`src/rtl/sgw_pkg.sv`:
```
package sgw_pkg;

   typedef enum logic [2:0] {
      ST_IDLE,
      ST_CB_RD,
      ST_CB_CAP,
      ST_DS_RD,
      ST_DS_CAP,
      ST_SEG,
      ST_JUDGE,
      ST_RESP
   } sgw_state_e;

   // control byte bit positions
   localparam int CTL_VALID = 0;
   localparam int CTL_DATA  = 2;
   localparam int CTL_IEN   = 3;

   // descriptor flag bit positions
   localparam int DF_DRAIN  = 1;
   localparam int DF_END    = 7;

   // response byte bit positions
   localparam int RF_DONE   = 0;
   localparam int RF_IGN    = 2;
   localparam int RF_UNDER  = 5;
   localparam int RF_OVER   = 6;
   localparam int RF_ERR    = 7;

   localparam int DESC_BYTES = 8;

endpackage

```
`src/rtl/sgw_accum.sv`:
```
module sgw_accum #(
   parameter int LEN_W = 16,
   parameter int SUM_W = 33
) (
   input  logic             clk,
   input  logic             rst_n,
   input  logic             clr,
   input  logic             add_en,
   input  logic [LEN_W-1:0] add_val,
   output logic [SUM_W-1:0] sum
);

   if (SUM_W <= LEN_W) begin : g_bad_width
      initial $error("sgw_accum: SUM_W must exceed LEN_W");
   end

   always_ff @(posedge clk or negedge rst_n) begin
      if (!rst_n) begin
         sum <= '0;
      end else if (clr) begin
         sum <= '0;
      end else if (add_en) begin
         sum <= sum + SUM_W'(add_val);
      end
   end


   acc_mono_chk: assert property (@(posedge clk) disable iff (!rst_n)
      !clr |=> sum >= $past(sum));

endmodule

```
`src/rtl/sgw_len_judge.sv`:
```
module sgw_len_judge #(
   parameter int SUM_W       = 33,
   parameter int TOT_W       = 32,
   parameter bit HONOR_DRAIN = 1'b1
) (
   input  logic [SUM_W-1:0] sum,
   input  logic [TOT_W-1:0] total,
   input  logic             drain,
   output logic             short_o,
   output logic             excess_o
);

   if (SUM_W <= TOT_W) begin : g_bad_width
      initial $error("sgw_len_judge: SUM_W must exceed TOT_W");
   end

   logic over_raw;

   assign short_o  = sum < SUM_W'(total);
   assign over_raw = sum > SUM_W'(total);

   if (HONOR_DRAIN) begin : g_drain
      assign excess_o = over_raw & ~drain;
   end else begin : g_nodrain
      assign excess_o = over_raw;
   end

endmodule

```
`src/rtl/sg_chain_walker.sv`:
```
module sg_chain_walker
   import sgw_pkg::*;
#(
   parameter int ADDR_W      = 32,
   parameter int LEN_W       = 16,
   parameter int TOT_W       = 32,
   parameter bit HONOR_DRAIN = 1'b1
) (
   input  logic              clk,
   input  logic              rst_n,
   input  logic              eng_go,
   input  logic              eng_reset,
   input  logic              eng_halt,
   input  logic [ADDR_W-1:0] cb_base,
   output logic              mem_rd,
   output logic              mem_wr,
   output logic [ADDR_W-1:0] mem_addr,
   output logic [31:0]       mem_wdata,
   output logic [3:0]        mem_wstrb,
   input  logic [31:0]       mem_rdata,
   output logic              seg_valid,
   input  logic              seg_ready,
   output logic [31:0]       seg_addr,
   output logic [LEN_W-1:0]  seg_len,
   output logic [7:0]        seg_flags,
   output logic              done,
   output logic              error,
   output logic              stopped,
   output logic              cmpl_evt
);

   localparam int SUM_W = TOT_W + 1;

   if (ADDR_W < 8 || ADDR_W > 32) begin : g_bad_addr
      initial $error("sg_chain_walker: ADDR_W must be 8..32");
   end
   if (LEN_W < 1 || LEN_W > 16) begin : g_bad_len
      initial $error("sg_chain_walker: LEN_W must be 1..16");
   end
   if (TOT_W < LEN_W || TOT_W > 32) begin : g_bad_tot
      initial $error("sg_chain_walker: TOT_W must be LEN_W..32");
   end

   sgw_state_e       st;
   logic [1:0]       wd;
   logic [ADDR_W-1:0] base_q;
   logic [ADDR_W-1:0] ptr_q;
   logic [TOT_W-1:0] total_q;
   logic             ctl_ien_q;
   logic             ctl_data_q;
   logic [7:0]       resp_q;
   logic [31:0]      seg_addr_q;
   logic [LEN_W-1:0] seg_len_q;
   logic [7:0]       seg_flags_q;

   logic             halt_now;
   logic             acc_clr;
   logic             acc_add;
   logic [SUM_W-1:0] acc_sum;
   logic             len_short;
   logic             len_excess;

   assign halt_now = eng_halt && (st != ST_IDLE) && (st != ST_RESP);
   assign acc_clr  = (st == ST_IDLE) && eng_go;
   assign acc_add  = (st == ST_SEG) && seg_ready;

   sgw_accum #(.LEN_W(LEN_W), .SUM_W(SUM_W)) i_accum (
      .clk     (clk),
      .rst_n   (rst_n),
      .clr     (acc_clr),
      .add_en  (acc_add),
      .add_val (seg_len_q),
      .sum     (acc_sum)
   );

   sgw_len_judge #(.SUM_W(SUM_W), .TOT_W(TOT_W), .HONOR_DRAIN(HONOR_DRAIN)) i_judge (
      .sum      (acc_sum),
      .total    (total_q),
      .drain    (seg_flags_q[DF_DRAIN]),
      .short_o  (len_short),
      .excess_o (len_excess)
   );

   always_comb begin
      mem_rd    = (st == ST_CB_RD) || (st == ST_DS_RD);
      mem_wr    = (st == ST_RESP);
      mem_wdata = {24'd0, resp_q};
      mem_wstrb = 4'b0001;
      seg_valid = (st == ST_SEG);
      seg_addr  = seg_addr_q;
      seg_len   = seg_len_q;
      seg_flags = seg_flags_q;
      case (st)
         ST_CB_RD: mem_addr = base_q + ADDR_W'({wd, 2'b00});
         ST_DS_RD: mem_addr = ptr_q + ADDR_W'({wd, 2'b00});
         default:  mem_addr = base_q;
      endcase
   end

   always_ff @(posedge clk or negedge rst_n) begin
      if (!rst_n) begin
         st          <= ST_IDLE;
         wd          <= '0;
         base_q      <= '0;
         ptr_q       <= '0;
         total_q     <= '0;
         ctl_ien_q   <= 1'b0;
         ctl_data_q  <= 1'b0;
         resp_q      <= '0;
         seg_addr_q  <= '0;
         seg_len_q   <= '0;
         seg_flags_q <= '0;
         done        <= 1'b0;
         error       <= 1'b0;
         stopped     <= 1'b0;
         cmpl_evt    <= 1'b0;
      end else begin
         cmpl_evt <= 1'b0;
         if (eng_reset) begin
            st      <= ST_IDLE;
            done    <= 1'b0;
            error   <= 1'b0;
            stopped <= 1'b0;
         end else if (halt_now) begin
            st      <= ST_IDLE;
            done    <= 1'b0;
            error   <= 1'b0;
            stopped <= 1'b1;
         end else begin
            case (st)
               ST_IDLE: if (eng_go) begin
                  base_q  <= cb_base;
                  wd      <= 2'd0;
                  done    <= 1'b0;
                  error   <= 1'b0;
                  stopped <= 1'b0;
                  st      <= ST_CB_RD;
               end
               ST_CB_RD: st <= ST_CB_CAP;
               ST_CB_CAP: begin
                  case (wd)
                     2'd0: begin
                        ctl_ien_q  <= mem_rdata[24 + CTL_IEN];
                        ctl_data_q <= mem_rdata[24 + CTL_DATA];
                        if (!mem_rdata[24 + CTL_VALID]) begin
                           resp_q <= 8'((1 << RF_IGN) | (1 << RF_ERR));
                           st     <= ST_RESP;
                        end else begin
                           wd <= 2'd1;
                           st <= ST_CB_RD;
                        end
                     end
                     2'd1: begin
                        total_q <= mem_rdata[TOT_W-1:0];
                        wd      <= 2'd2;
                        st      <= ST_CB_RD;
                     end
                     default: begin
                        ptr_q <= mem_rdata[ADDR_W-1:0];
                        wd    <= 2'd0;
                        if (!ctl_data_q) begin
                           resp_q <= 8'(1 << RF_DONE);
                           st     <= ST_RESP;
                        end else begin
                           st <= ST_DS_RD;
                        end
                     end
                  endcase
               end
               ST_DS_RD: st <= ST_DS_CAP;
               ST_DS_CAP: begin
                  if (wd == 2'd0) begin
                     seg_addr_q <= mem_rdata;
                     wd         <= 2'd1;
                     st         <= ST_DS_RD;
                  end else begin
                     seg_len_q   <= mem_rdata[LEN_W-1:0];
                     seg_flags_q <= mem_rdata[31:24];
                     wd          <= 2'd0;
                     if (mem_rdata[15:0] == 16'd0) begin
                        resp_q <= 8'(1 << RF_ERR);
                        st     <= ST_RESP;
                     end else begin
                        st <= ST_SEG;
                     end
                  end
               end
               ST_SEG: if (seg_ready) begin
                  if (seg_flags_q[DF_END]) begin
                     st <= ST_JUDGE;
                  end else begin
                     ptr_q <= ptr_q + ADDR_W'(DESC_BYTES);
                     st    <= ST_DS_RD;
                  end
               end
               ST_JUDGE: begin
                  resp_q <= {len_short | len_excess, len_excess, len_short, 4'd0, 1'b1};
                  st     <= ST_RESP;
               end
               ST_RESP: begin
                  st       <= ST_IDLE;
                  done     <= 1'b1;
                  error    <= resp_q[RF_ERR];
                  cmpl_evt <= ctl_ien_q;
               end
               default: st <= ST_IDLE;
            endcase
         end
      end
   end


   seg_hold_chk: assert property (@(posedge clk) disable iff (!rst_n)
      seg_valid && !seg_ready && !eng_reset && !eng_halt
      |=> seg_valid && $stable(seg_addr) && $stable(seg_len) && $stable(seg_flags));


   seg_len_nz_chk: assert property (@(posedge clk) disable iff (!rst_n)
      seg_valid |-> seg_len != '0);


   wr_then_done_chk: assert property (@(posedge clk) disable iff (!rst_n)
      mem_wr && !eng_reset |=> done && !mem_wr);


   evt_done_chk: assert property (@(posedge clk) disable iff (!rst_n)
      cmpl_evt |-> done && $rose(done));


   halt_stop_chk: assert property (@(posedge clk) disable iff (!rst_n)
      eng_halt && seg_valid && !eng_reset |=> stopped && !done && !seg_valid);


   rst_clear_chk: assert property (@(posedge clk) disable iff (!rst_n)
      eng_reset |=> !done && !stopped && !error && !seg_valid && !mem_rd && !mem_wr);


   err_done_chk: assert property (@(posedge clk) disable iff (!rst_n)
      error |-> done);

endmodule

```
`config.mk`:
```
export PLATFORM = sky130hd
export DESIGN_NAME = sg_chain_walker
export DESIGN_NICKNAME = d
export VERILOG_FILES = /design/src/rtl/sgw_pkg.sv /design/src/rtl/sgw_accum.sv /design/src/rtl/sgw_len_judge.sv /design/src/rtl/sg_chain_walker.sv
export SDC_FILE = /design/constraint.sdc
export NUM_CORES = 1
export LEC_CHECK = 0
export ABC_AREA = 1
export BUFFER_PORTS_ARGS = -buffer_cell sky130_fd_sc_hd__buf_4
export CORE_MARGIN = 1.5
export CORE_UTILIZATION = 55
export CTS_CLUSTER_SIZE = 12
export DETAILED_ROUTE_END_ITERATION = 8
export PLACE_DENSITY = 0.87
export SLEW_MARGIN = 20
export SYNTH_ARGS = -nofsm -noshare
export SYNTH_HDL_FRONTEND = slang
export SYNTH_HIERARCHICAL = 1
export SYNTH_SLANG_ARGS = --single-unit
export TNS_END_PERCENT = 100
```
`constraint.sdc`:
```
create_clock -name clk -period 3.6 [get_ports clk]
set_input_delay 0.54 -clock clk [delete_from_list [all_inputs] [get_ports clk]]
set_output_delay 0.54 -clock clk [all_outputs]
set_load 0.01 [all_outputs]
```
== After elaboration in Yosys (flattened, before gate mapping) ==
Index checks and enable logic that the tools add are counted.

* Register bits: 204
* Input port bits: 70
* Output and inout bits: 131
* Word-level logic and storage cells: 119

* Add/subtract/negate cells: 4
* Order comparisons: 2
* Equal/unequal tests: 21
* Muxes and demuxes: 42
* Bitwise gates (word level): 6
* Reductions and logical operators: 28

{| class="wikitable"
|+ Operator list
! cell !! count
|-
| $pmux W32 S2 || 2
|-
| $mux W32 || 3
|-
| $mux W33 || 2
|-
| $add A32 B4 Y32 || 2
|-
| $add A33 B16 Y33 || 1
|-
| $gt A33 B32 Y1 || 1
|-
| $lt A33 B32 Y1 || 1
|-
| $add A32 B4 Y32 const B || 1
|-
| $mux W8 || 4
|-
| $mux W3 || 8
|-
| $pmux W3 S8 || 1
|-
| $pmux W8 S3 || 1
|-
| $reduce_and A4 Y1 || 5
|-
| $logic_not A16 Y1 || 1
|-
| $pmux W8 S2 || 1
|-
| $reduce_bool A3 Y1 || 5
|-
| $eq A3 B3 Y1 const B || 4
|-
| $mux W1 || 12
|-
| $ne A2 B2 Y1 const B || 6
|-
| $ne A3 B3 Y1 const B || 4
|-
| $reduce_and A8 Y1 || 1
|-
| $eq A3 B2 Y1 const B || 2
|-
| $mux W2 || 3
|-
| $pmux W2 S3 || 1
|-
| other kinds (21) || 31
|}

== Logic depth before layout (Yosys ltp) ==
* Depth in word-level cells: 6
* Depth in mapped cells: 18

== Hierarchy ==
The synthesis kept the hierarchy.

{| class="wikitable"
|+ By module, submodules not included
! module !! instances !! cells each !! area an instance (um2) !! seq. area each (um2)
|-
| sg_chain_walker || 1 || 1,217 || 9,431.5 || 4,204.0
|-
| sgw_accum || 1 || 446 || 2,865.2 || 825.8
|-
| sgw_len_judge || 1 || 164 || 987.2 || 0.0
|}

== Worst setup path before layout ==
Ideal clock, no wire load.

* Path kind: register to output
* Start: register st[2]
* End: output mem_addr[24]
* Data arrival time: 2.675 ns
* Data required time: 3.060 ns
* Setup slack: 0.385 ns
* Cell stages (with the launch flop): 18
* Path buffers: 4
* Cells stage by stage: dfrtp_1 -> buf_4 -> inv_2 -> nand3_4 -> buf_6 -> buf_4 -> o21ai_0 -> inv_1 -> fa_1 -> nand3b_1 -> nor2_4 -> nand2_2 -> nor2_4 -> buf_6 -> nand3b_1 -> nand2_1 -> nand3_1 -> nand2_1

* Longest elaborated chain between the ends: 2
* Elaborated cells between the ends (all ways): 3

{| class="wikitable"
|+ Ends and longest elaborated chain
! element !! line !! RTL
|-
| start: declaration || sg_chain_walker.sv:44 || <nowiki>sgw_state_e st;</nowiki>
|-
| start signal: assignment || sg_chain_walker.sv:102 || <nowiki>st <= ST_IDLE;</nowiki>
|-
| start signal: assignment || sg_chain_walker.sv:120 || <nowiki>st <= ST_IDLE;</nowiki>
|-
| start signal: assignment || sg_chain_walker.sv:125 || <nowiki>st <= ST_IDLE;</nowiki>
|-
| $eq A3 B2 Y1 / $eq A3 B1 Y1 (equally long branches) || sg_chain_walker.sv:93 || <nowiki>case (st)</nowiki>
|-
| $pmux W32 S2 * || sg_chain_walker.sv:93 ||
|-
| end: declaration || sg_chain_walker.sv:17 || <nowiki>output logic [ADDR_W-1:0] mem_addr,</nowiki>
|}

Every way passes the cells marked *; elsewhere a longest branch is shown, timed or not.

== Worst setup path in the final report ==
Same ends and word-level chain as after synthesis.

==> flow_summary.yaml <==
timing:
  setup-violations-final: 0
  min_period_ns: 3.60
  skew_ns: 0.00689
  fin_crit_sh_pct: 99.9
  fmax_mhz: 278
  max_slew_margin_pct: 60.5
  worstMarginPinSlew_ns: 0.593
  hold_violations: 0
  rsz0062_at_grt: "true"
  maxSlewViolCount: 0
  whs_ns: 0.0363
  setup-tns-final_ns: 0
synth:
  synth_seq_area_share_pct: 37.9
  synth.most_common_cell: "nand2_1"
  yosys.area.top_type: "dfrtp_1"
  synth_top_area_share_pct: 37.9
  synthCells: 1827
  synth-edff-count: 0
  ys.flop_type: "dfrtp_1"
  synthTopCellsByArea: "dfrtp_1 (38%), nand2_1 (15%), inv_1 (6.5%)"
  syn-cell-area_mm2: 0.0133
  ys_top_cells_by_count: "nand2_1 (518), inv_1 (229), dfrtp_1 (201), o21ai_0 (169), nor2_1 (128)"
  ys_ff_latch: 201
  ys_async_sr_fraction_pct: 100
  syn_avg_cell_area_um2: 7.27
  ys_warn_count: 6
  ys_types: 52
cts:
  tritoncts: "built"
  h-tree-depth: 1
  cts.sinks: 201
  path_clk_slew_ns: 0.06
  clock_path_buffers: 3
  cts_buffers: 24
  ctsHoldBuffers: 0
  cts-root-buf: "clkbuf_16"
  clk_latency_ns: 0.52
drt:
  ant_nets: 0
  dr.pass1.iters: 7
  vias_per_cell: 5.56
  routed_wl_mm: 40.2
  drcViolationCount: 0
  num_vias: 12963
  post_drt_wl_per_cell_um: 17.2
  drt_iter0_markers: 1165
worst_setup_path:
  cp_max_fo: 6
  start_kind: "flip-flop"
  cp.required_ns: 3.06
  arrival_ns: 3.06
  crit_type: "reg2out"
  cp-end-kind: "output pin"
die:
  die_w_um: 158
  core.rowCount: 56
  fp.dieH_um: 158
  dieArea_mm2: 0.0251
  start_util_pct: 56.3
  io_pins: 201
  core_area_mm2: 0.0236
global_route:
  grt_overflow_total: 0
  grt_pass1_wl_mm: 63.3
  grt.total_usage_pct: 32.4
  grt_max_degree: 73
  grt_pass1_vias: 12347
  grt_antenna_before_repair: 1
status:
  status: "finished, final reports clean"
power:
  p_total_mw: 6.33
  powerDensity_mw_per_mm2: 405
  p_leak_nw: 8.04
  ir_drop_mv: 0.437
min_path:
  hold_path_class: "in2async"
finish:
  antenna_cells: 0
  fill_cells: 2001
  syn_to_final_growth_pct: 17.9
  drive_above_1_share_pct: 19.2
  nets: 2118
placed_design:
  gp_congestion: 0.971
  numPortBuffers: 169
  place_hpwl_mm: 29.8
job:
  max-cap-violations: 0
-- power breakdown --
| part | internal, mW | switching (mW) |
|---|---|---|
| Combinational | 0.500 | 0.779 |
| Sequential | 2.39 | 0.110 |
| Clock | 1.56 | 0.989 |
| Total | 4.46 | 1.88 |
-- sequential cells by signal, summed over array words and instances (netlist names) --
| signal | flops |
|---|---|
| resp_q | 5 |
| done | 1 |
| seg_flags | 8 |
| ptr_q | 32 |
| seg_len | 16 |
| base_q | 32 |
| error | 1 |
| cmpl_evt | 1 |
| wd | 2 |
| stopped | 1 |
| i_accum/sum | 33 |
| total_q | 32 |
| seg_addr | 32 |
| ctl_data_q | 1 |
| ctl_ien_q | 1 |
| st | 3 |
-- kinds of logic (layout without fill, tap and decap cells) --
logic type | after synthesis | in the layout | share of synthesized area, %
AO/OA/AOI/OAI | 301 | 301 | 11.9
XOR/XNOR | 27 | 27 | 1.78
adder cells (fa/ha/maj) | 53 | 53 | 5.11
buffers and inverters | 329 | 484 | 11.2
flip-flops | 201 | 201 | 37.9
multiplexers | 24 | 24 | 2.03
other | 2 | 31 | 0.0565
AND/OR/NAND/NOR | 890 | 891 | 30.1
-- worst max-delay path, stage by stage, from the launching register on --
cell,delay (ns)
dfrtp_2,0.46
nor2_8,0.15
nand2_2,0.07
o21ai_2,0.07
ha_2,0.21
inv_2,0.04
fa_2,0.33
nand3b_1,0.24
nor2_4,0.17
nand2_4,0.12
nor2_4,0.19
nand3b_1,0.10
nand2_1,0.08
nand3_1,0.07
nand2_1,0.12
buf_6,0.11
-- layout by cell type, fill, tap and decap left out, types with 25 or more instances in the layout --
cell and n:
nand2_1 515, inv_1 228, dfrtp_1 198, buf_4 195, o21ai_0 165, nor2_1 126, a21oi_1 94, nand3_1 71
ha_1 50, nand2_2 37, nand4_1 35, conb_1 31, nor2_2 25, clkbuf_16 25
-- worst paths after layout --
kind	endpoint	slack [ns]	cells after the start	startpoint
hold / removal	i_accum/sum[7]	0.04	1	rst_n
setup reg to reg	i_accum/sum[24]	0.83	14	st[0]
max in group asynchronous	base_q[1]	2.65	2	rst_n
setup / recovery	mem_addr[24]	0.003	15	st[2]
min in group clk	stopped	0.22	2	eng_reset
hold reg to reg	seg_flags[5]	0.48	2	seg_flags[5]
-- per-layer routing --
layer  vias to the layer above  wire (um)  part of all wire, %  GRT usage [%]
met3                       143       3520                  8.8           5.80
met4                         2       2010                  5.0           14.6
li1                       6136          -                    -              -
met5                         -         11                0.027              0
met1                      6036      15800                   39           41.3
met2                       646      18900                   47           53.9
-- cell type report --
type | count | area, um^2 | area share [%]
clock buffers | 33 | 696 | 4.44
clock inverters | 10 | 133 | 0.847
inverters | 241 | 905 | 5.78
multi-input cells | 1327 | 6950 | 44.4
flip-flops and latches | 201 | 5030 | 32.2
well taps | 319 | 399 | 2.55
repair buffers | 200 | 1540 | 9.84
-- timing repair --
| action | in CTS | in global routing |
|---|---|---|
| endpoints found under the setup margin | 13 | 15 |
| gates resized for setup | 10 | 13 |
| cloned | 1 | 0 |
| buffers inserted | 8 | 4 |
| pin swaps | 5 | 14 |
-- metrics by stage --
stage,cells,utilization (%),area (um^2),worst slack (ns)
after floorplan,1856,-,13400,0.385
after global placement,2275,62.1,14700,0.372
after detailed placement,2275,62.1,14700,0.249
after CTS,2327,66.0,15600,0.0231
after global routing,2331,66.3,15700,-0.130
final,2331,66.3,15700,0.00346
Note: power is estimated with default switching activity, not from simulation.
